--- src/rtl/flow_tbl_pkg.sv ---
package flow_tbl_pkg;

  typedef enum logic [1:0] {
    ST_IDLE  = 2'd0,
    ST_HASH  = 2'd1,
    ST_PROBE = 2'd2,
    ST_RESP  = 2'd3
  } probe_state_e;

  typedef enum logic {
    OP_LOOKUP = 1'b0,
    OP_INSERT = 1'b1
  } flow_op_e;

endpackage

--- src/rtl/flow_hash_fold.sv ---
module flow_hash_fold #(
  parameter int KEY_W = 104,
  parameter int IDX_W = 5
) (
  input  logic [KEY_W-1:0] key,
  output logic [IDX_W-1:0] idx
);
  localparam int NCH  = (KEY_W + IDX_W - 1) / IDX_W;
  localparam int PADW = NCH * IDX_W;

  logic [PADW-1:0]  padded;
  logic [IDX_W-1:0] rot [NCH];

  assign padded = PADW'(key);

  for (genvar c = 0; c < NCH; c++) begin : g_chunk
    localparam int R = c % IDX_W;
    logic [IDX_W-1:0] chunk;
    assign chunk = padded[c*IDX_W +: IDX_W];
    if (R == 0) begin : g_plain
      assign rot[c] = chunk;
    end else begin : g_rot
      assign rot[c] = {chunk[IDX_W-1-R:0], chunk[IDX_W-1:IDX_W-R]};
    end
  end

  always_comb begin
    idx = '0;
    for (int i = 0; i < NCH; i++) idx = idx ^ rot[i];
  end
endmodule

--- src/rtl/flow_key_store.sv ---
module flow_key_store #(
  parameter int KEY_W = 104,
  parameter int IDX_W = 5
) (
  input  logic             clk,
  input  logic             rst_n,
  input  logic [IDX_W-1:0] rd_idx,
  output logic             rd_valid,
  output logic [KEY_W-1:0] rd_key,
  input  logic             wr_en,
  input  logic [IDX_W-1:0] wr_idx,
  input  logic [KEY_W-1:0] wr_key
);
  localparam int DEPTH = 1 << IDX_W;

  logic [DEPTH-1:0] slot_vld;
  logic [KEY_W-1:0] slot_key [DEPTH];

  always_ff @(posedge clk) begin
    if (!rst_n) slot_vld <= '0;
    else if (wr_en) slot_vld[wr_idx] <= 1'b1;
  end

  always_ff @(posedge clk) begin
    if (wr_en) slot_key[wr_idx] <= wr_key;
  end

  assign rd_valid = slot_vld[rd_idx];
  assign rd_key   = slot_key[rd_idx];

  AST_NO_OVERWRITE: assert property (@(posedge clk) disable iff (!rst_n)
    wr_en |-> !slot_vld[wr_idx]);
endmodule

--- src/rtl/flow_probe_ctrl.sv ---
module flow_probe_ctrl
  import flow_tbl_pkg::*;
#(
  parameter int KEY_W  = 104,
  parameter int IDX_W  = 5,
  parameter int PROBES = 4,
  parameter int PW     = 3
) (
  input  logic             clk,
  input  logic             rst_n,
  input  logic             req_valid,
  output logic             req_ready,
  input  logic             req_op,
  input  logic [KEY_W-1:0] req_key,
  output logic             rsp_valid,
  input  logic             rsp_ready,
  output logic             rsp_hit,
  output logic             rsp_new,
  output logic             rsp_full,
  output logic [IDX_W-1:0] rsp_idx,
  output logic [PW-1:0]    rsp_probes,
  output logic [KEY_W-1:0] key_q,
  input  logic [IDX_W-1:0] hash_idx,
  output logic [IDX_W-1:0] rd_idx,
  input  logic             rd_valid,
  input  logic [KEY_W-1:0] rd_key,
  output logic             wr_en,
  output logic [IDX_W-1:0] wr_idx,
  output logic [KEY_W-1:0] wr_key
);
  localparam int CW = (PROBES > 1) ? $clog2(PROBES) : 1;

  probe_state_e     state;
  flow_op_e         op_q;
  logic [IDX_W-1:0] base_q;
  logic [CW-1:0]    cnt_q;
  logic             slot_match;
  logic             last_probe;

  assign rd_idx     = base_q + IDX_W'(cnt_q);
  assign slot_match = rd_valid && (rd_key == key_q);
  assign last_probe = (cnt_q == CW'(PROBES - 1));
  assign wr_en      = (state == ST_PROBE) && (op_q == OP_INSERT) && !rd_valid;
  assign wr_idx     = rd_idx;
  assign wr_key     = key_q;
  assign req_ready  = (state == ST_IDLE);
  assign rsp_valid  = (state == ST_RESP);

  always_ff @(posedge clk) begin
    if (!rst_n) begin
      state      <= ST_IDLE;
      op_q       <= OP_LOOKUP;
      key_q      <= '0;
      base_q     <= '0;
      cnt_q      <= '0;
      rsp_hit    <= 1'b0;
      rsp_new    <= 1'b0;
      rsp_full   <= 1'b0;
      rsp_idx    <= '0;
      rsp_probes <= '0;
    end else begin
      case (state)
        ST_IDLE: if (req_valid) begin
          key_q <= req_key;
          op_q  <= flow_op_e'(req_op);
          state <= ST_HASH;
        end
        ST_HASH: begin
          base_q <= hash_idx;
          cnt_q  <= '0;
          state  <= ST_PROBE;
        end
        ST_PROBE: begin
          rsp_idx    <= rd_idx;
          rsp_probes <= PW'(cnt_q) + PW'(1);
          if (slot_match) begin
            rsp_hit  <= 1'b1;
            rsp_new  <= 1'b0;
            rsp_full <= 1'b0;
            state    <= ST_RESP;
          end else if (!rd_valid) begin
            rsp_hit  <= (op_q == OP_INSERT);
            rsp_new  <= (op_q == OP_INSERT);
            rsp_full <= 1'b0;
            state    <= ST_RESP;
          end else if (last_probe) begin
            rsp_hit  <= 1'b0;
            rsp_new  <= 1'b0;
            rsp_full <= (op_q == OP_INSERT);
            state    <= ST_RESP;
          end else begin
            cnt_q <= cnt_q + CW'(1);
          end
        end
        ST_RESP: if (rsp_ready) state <= ST_IDLE;
        default: state <= ST_IDLE;
      endcase
    end
  end

  AST_RSP_HOLD: assert property (@(posedge clk) disable iff (!rst_n)
    rsp_valid && !rsp_ready |=> rsp_valid &&
      $stable({rsp_hit, rsp_new, rsp_full, rsp_idx, rsp_probes}));
  AST_BUSY_NO_READY: assert property (@(posedge clk) disable iff (!rst_n)
    rsp_valid |-> !req_ready);
  AST_PROBE_RANGE: assert property (@(posedge clk) disable iff (!rst_n)
    rsp_valid |-> (rsp_probes >= 1) && (rsp_probes <= PROBES));
  AST_HIT_FULL_EXCL: assert property (@(posedge clk) disable iff (!rst_n)
    rsp_valid |-> !(rsp_hit && rsp_full));
  AST_FULL_AT_LIMIT: assert property (@(posedge clk) disable iff (!rst_n)
    rsp_valid && rsp_full |-> rsp_probes == PW'(PROBES));
  AST_NEW_IS_HIT: assert property (@(posedge clk) disable iff (!rst_n)
    rsp_valid && rsp_new |-> rsp_hit);
endmodule

--- src/rtl/flow_hash_table.sv ---
module flow_hash_table #(
  parameter int KEY_W     = 104,
  parameter int MAX_FLOWS = 16,
  parameter int PROBES    = 4,
  localparam int IDX_W    = $clog2(2 * MAX_FLOWS),
  localparam int PW       = $clog2(PROBES + 1)
) (
  input  logic             clk,
  input  logic             rst_n,
  input  logic             req_valid,
  output logic             req_ready,
  input  logic             req_op,
  input  logic [KEY_W-1:0] req_key,
  output logic             rsp_valid,
  input  logic             rsp_ready,
  output logic             rsp_hit,
  output logic             rsp_new,
  output logic             rsp_full,
  output logic [IDX_W-1:0] rsp_idx,
  output logic [PW-1:0]    rsp_probes
);
  logic [KEY_W-1:0] key_q;
  logic [IDX_W-1:0] hash_idx;
  logic [IDX_W-1:0] rd_idx;
  logic             rd_valid;
  logic [KEY_W-1:0] rd_key;
  logic             wr_en;
  logic [IDX_W-1:0] wr_idx;
  logic [KEY_W-1:0] wr_key;

  flow_hash_fold #(.KEY_W(KEY_W), .IDX_W(IDX_W)) u_hash (
    .key (key_q),
    .idx (hash_idx)
  );

  flow_key_store #(.KEY_W(KEY_W), .IDX_W(IDX_W)) u_store (
    .clk      (clk),
    .rst_n    (rst_n),
    .rd_idx   (rd_idx),
    .rd_valid (rd_valid),
    .rd_key   (rd_key),
    .wr_en    (wr_en),
    .wr_idx   (wr_idx),
    .wr_key   (wr_key)
  );

  flow_probe_ctrl #(.KEY_W(KEY_W), .IDX_W(IDX_W), .PROBES(PROBES), .PW(PW)) u_ctrl (
    .clk        (clk),
    .rst_n      (rst_n),
    .req_valid  (req_valid),
    .req_ready  (req_ready),
    .req_op     (req_op),
    .req_key    (req_key),
    .rsp_valid  (rsp_valid),
    .rsp_ready  (rsp_ready),
    .rsp_hit    (rsp_hit),
    .rsp_new    (rsp_new),
    .rsp_full   (rsp_full),
    .rsp_idx    (rsp_idx),
    .rsp_probes (rsp_probes),
    .key_q      (key_q),
    .hash_idx   (hash_idx),
    .rd_idx     (rd_idx),
    .rd_valid   (rd_valid),
    .rd_key     (rd_key),
    .wr_en      (wr_en),
    .wr_idx     (wr_idx),
    .wr_key     (wr_key)
  );
endmodule

--- config.mk ---
export PLATFORM = sky130hd
export DESIGN_NAME = flow_hash_table
export DESIGN_NICKNAME = d
export VERILOG_FILES = /design/src/rtl/flow_tbl_pkg.sv /design/src/rtl/flow_hash_fold.sv /design/src/rtl/flow_key_store.sv /design/src/rtl/flow_probe_ctrl.sv /design/src/rtl/flow_hash_table.sv
export SDC_FILE = /design/constraint.sdc
export NUM_CORES = 2
export LEC_CHECK = 0
export ABC_CLOCK_PERIOD_IN_PS = 10600
export CORE_ASPECT_RATIO = 0.9
export CORE_MARGIN = 2
export CORE_UTILIZATION = 56
export CTS_CLUSTER_DIAMETER = 150
export CTS_CLUSTER_SIZE = 16
export DETAILED_ROUTE_END_ITERATION = 7
export PLACE_DENSITY = 0.73
export SLEW_MARGIN = 30
export SYNTH_ARGS = -nofsm -noshare
export SYNTH_HDL_FRONTEND = slang
export SYNTH_SLANG_ARGS = --single-unit
--- constraint.sdc ---
create_clock -name clk -period 10.6 [get_ports clk]
set_input_delay 1.59 -clock clk [delete_from_list [all_inputs] [get_ports clk]]
set_output_delay 1.59 -clock clk [all_outputs]
set_load 0.1 [all_outputs]
==> impl_metrics.env <==
export IMPL_pre_cts_ws_ns=3.481
export IMPL_drive_gt1_share_pct=21.43
export IMPL_synth_area_mux_share_pct=14.33
export IMPL_clock_skew_ns=0.04593
export IMPL_hp_start="u_ctrl.key_q[82]$_SDFFE_PN0P_"
export IMPL_cts_tree="built"
export IMPL_core_um2=237800
export IMPL_fillers=16060
export IMPL_num_rows=170
export IMPL_dpl_hpwl_mm=190.3
export IMPL_yosysWarnings=0
export IMPL_postCtsSetupRepairBufs=0
export IMPL_critPathArrivalTime_ns=8.20
export IMPL_synth_top_cells_by_count="3328 x edfxtp_1, 840 x mux4_2, 348 x o22ai_1"
export IMPL_synth_main_ff_cell="edfxtp_1"
export IMPL_drt_first_pass_iters=6
export IMPL_synthCells=6304
export IMPL_hold_ws_ns=0.4579
export IMPL_antenna_left=0
export IMPL_wire_per_inst_um=35.67
export IMPL_reg2reg_from="u_ctrl.cnt_q[0]$_SDFFE_PN0P_"
export IMPL_finalHoldViolations=0
export IMPL_ys_top_cells_by_area="edfxtp_1 75%, mux4_2 14%, dfxtp_1 2.4%, o22ai_1 1.6%, nand2_1 0.67%"
export IMPL_fin_area_um2=146100
export IMPL_synth_edff_count=3328
export IMPL_dieArea_um2=242500
export IMPL_dieWidth_um=518.9
export IMPL_root_buffer="clkbuf_16"
export IMPL_synth_simple_area_share_pct=2.703
export IMPL_grt_ovfl_total=0
export IMPL_cts_hold_buffers=0
export IMPL_relSlewSlack_pct=28.87
export IMPL_r2r_cells=16
export IMPL_path_cells="ha_4 > inv_1 > fa_4 > nand2b_1 > a2bb2oi_4 > buf_4 > buf_12 > o22ai_1 > nor2_1 > xor2_1 > o32ai_1 > nand4_1 > a2111oi_2 > nand4_2 > a311o_1 > mux2i_1"
export IMPL_nets=6689
export IMPL_placed_area_um2=139600
export IMPL_hold_path_class="reg2reg"
export IMPL_ir_drop_mv=0.2024
export IMPL_antenna_found_initial=7
export IMPL_crit_type="reg2reg"
export IMPL_rr_endpoint="u_ctrl.state[1]$_SDFFE_PN0P_"
export IMPL_setup_tns_ns=0
export IMPL_min_to="u_ctrl.key_q[82]$_SDFFE_PN0P_"
export IMPL_synth_adder_area_share_pct=0.08053
export IMPL_route_detailed_drc=0
export IMPL_drv_slew=0
export IMPL_rsz0062_at_grt="false"
export IMPL_yosys_area_top_type_share_pct=74.79
export IMPL_cp_max_fo=73
export IMPL_cts_sinks=3485
export IMPL_crit_path_end_kind="flop"
export IMPL_path_clk_slew_ns=0.08
export IMPL_post_route_period_util_pct=69.84
export IMPL_tightest_slew_ns=1.067
export IMPL_worstHoldPathCells=2
export IMPL_first_global_vias=67710
export IMPL_synthArstFlopShare_pct=0
export IMPL_synth_compound_area_share_pct=3.262
export IMPL_post_route_min_period_ns=7.403
export IMPL_yosys_register_bits=3485
export IMPL_fin_util_pct=61.44
export IMPL_synth_most_common_cell="edfxtp_1"
export IMPL_slowest_delay_ns=0.93
export IMPL_grt_max_degree=127
export IMPL_cts_buffers=235
export IMPL_syn_area_um2=133600
export IMPL_p_leak_nw=45.20
export IMPL_htreeDepth=4
export IMPL_synthXorXnorAreaFrac_pct=0.9242
export IMPL_path_buf_inv=3
export IMPL_place_congestion=0.8597
export IMPL_yosysSeqAreaShare_pct=77.14
export IMPL_synth_nets=6421
export IMPL_area_growth_syn_to_layout_pct=9.348
export IMPL_io_buffers=121
export IMPL_synth_top_family_by_area="multiplexers"
export IMPL_syn_area_per_cell_um2=21.20
export IMPL_viasPerCell=6.950
export IMPL_grt_use_total_pct=28.98
export IMPL_vias=68470
export IMPL_die_y_um=467.4
export IMPL_clock_path_buffers=3
export IMPL_r2r_slack_ns=3.20
export IMPL_start_kind="flop"
export IMPL_setup_viol=0
export IMPL_io_pins=122
export IMPL_start_util_pct=56.19
export IMPL_maxCapViolCount=0
export IMPL_cp_required_ns=11.40
export IMPL_cts_resized=0
export IMPL_drtIter0Drc=11240
export IMPL_status="finished, final reports clean"
export IMPL_crit_slowest_cell="a2111oi_2"
export IMPL_fmax_ghz=0.1351
export IMPL_grt_pass1_wl_mm=498.4
export IMPL_totalWireLength_mm=351.4
export IMPL_layout_setup_ws_ns=3.197
export IMPL_clk_latency_ns=0.90
export IMPL_ys_types=74
export IMPL_powerDensity_nw_per_um2=210.7
export IMPL_path_delay_family="compound AO/OA/AOI/OAI gates"
export IMPL_yosysTopAreaCell="edfxtp_1"
## final cells by class
class	instances	area, um2	share of cell area [%]
sequential	3485	103100	70.56
multi-input combinational	2460	28820	19.72
clock buffer	317	6210	4.250
tap	3182	3981	2.725
timing repair buffer	379	3777	2.585
clock inverter	15	186.4	0.1276
inverter	11	46.29	0.03168
antenna	2	5.005	0.003425
## where the power goes
| part | internal [mW] | switching, mW | total [mW] |
|---|---|---|---|
| Sequential | 15.7 | 0.178 | 15.9 |
| Combinational | 2.31 | 4.17 | 6.47 |
| Clock | 4.05 | 4.36 | 8.41 |
## worst reg2reg max path, cell delays in order, from the launching register on
cell and delay [ns]:
dfxtp_1 0.47, ha_4 0.18, inv_1 0.05, fa_4 0.46
nand2b_1 0.40, a2bb2oi_4 0.57, buf_4 0.56, buf_12 0.43
o22ai_1 0.27, nor2_1 0.14, xor2_1 0.10, o32ai_1 0.88
nand4_1 0.67, a2111oi_2 0.93, nand4_2 0.56, a311o_1 0.51
mux2i_1 0.13
## registers in the layout (all words and copies together) (netlist names)
signal and cells:
u_store.slot_key 3328, u_ctrl.rsp_hit 1, u_ctrl.rsp_probes 3, u_ctrl.cnt_q 2, u_ctrl.op_q 1, u_ctrl.key_q 104
u_ctrl.rsp_full 1, u_ctrl.base_q 5, u_ctrl.state 2, u_ctrl.rsp_idx 5, u_ctrl.rsp_new 1, u_store.slot_vld 32
## how the worst max path moves through the flow
stage	start	to	slack (ns)	cells after the start
final	u_ctrl.cnt_q[0]$_SDFFE_PN0P_	u_ctrl.state[1]$_SDFFE_PN0P_	3.20	16
after global routing	u_ctrl.cnt_q[0]$_SDFFE_PN0P_	u_ctrl.state[1]$_SDFFE_PN0P_	3.18	16
after CTS	u_ctrl.cnt_q[0]$_SDFFE_PN0P_	u_ctrl.state[1]$_SDFFE_PN0P_	3.45	15
after detailed placement	u_ctrl.cnt_q[0]$_SDFFE_PN0P_	u_ctrl.state[1]$_SDFFE_PN0P_	3.48	16
after global placement	u_ctrl.cnt_q[0]$_SDFFE_PN0P_	u_ctrl.state[1]$_SDFFE_PN0P_	2.98	16
after floorplan	u_ctrl.cnt_q[0]$_SDFFE_PN0P_	u_store.slot_key[10][0]$_DFFE_PP_	-0.63	15
## metrics by stage
step	cells	total power, mW
after floorplan	6304	20.33
after global placement	9503	22.45
after detailed placement	9514	22.57
after CTS	9846	30.77
after global routing	9850	31.63
final	9851	30.79
## cells by family after synthesis
group                      after synthesis
AOI/OAI and AO/OA                      688
xor gates and xnor gates               141
adders and majority gates                8
buffers and inverters                  359
DFF                                   3485
muxes                                  863
and+or+nand+nor                        760
## layout by cell type, fill, tap and decap left out, types with 20 or more instances in the layout
cell             instances
buf_12                  32
xnor2_1                102
nand3_1                 34
nand2_1                238
nor3_1                  81
dfxtp_1                148
o221ai_1                23
nor2_4                  24
o21a_1                  26
mux2i_1                 20
o21ai_0                 73
mux4_2                 840
nand4_1                 31
o22ai_1                346
a21oi_1                129
clkdlybuf4s50_1        121
or3_1                   86
xor2_1                  39
edfxtp_1              3328
buf_4                  204
nor2_1                 177
clkbuf_1                81
clkbuf_16              236
## routing by layer
metal / GRT usage (%) / routed length (um) / up-vias
met5: 0 / 56 / -
met4: 11.24 / 15130 / 6
met3: 5.964 / 41090 / 711
met2: 45.55 / 167500 / 4854
met1: 40.53 / 127600 / 36080
li1: - / - / 26820
Note: power is estimated with default switching activity, not from simulation.
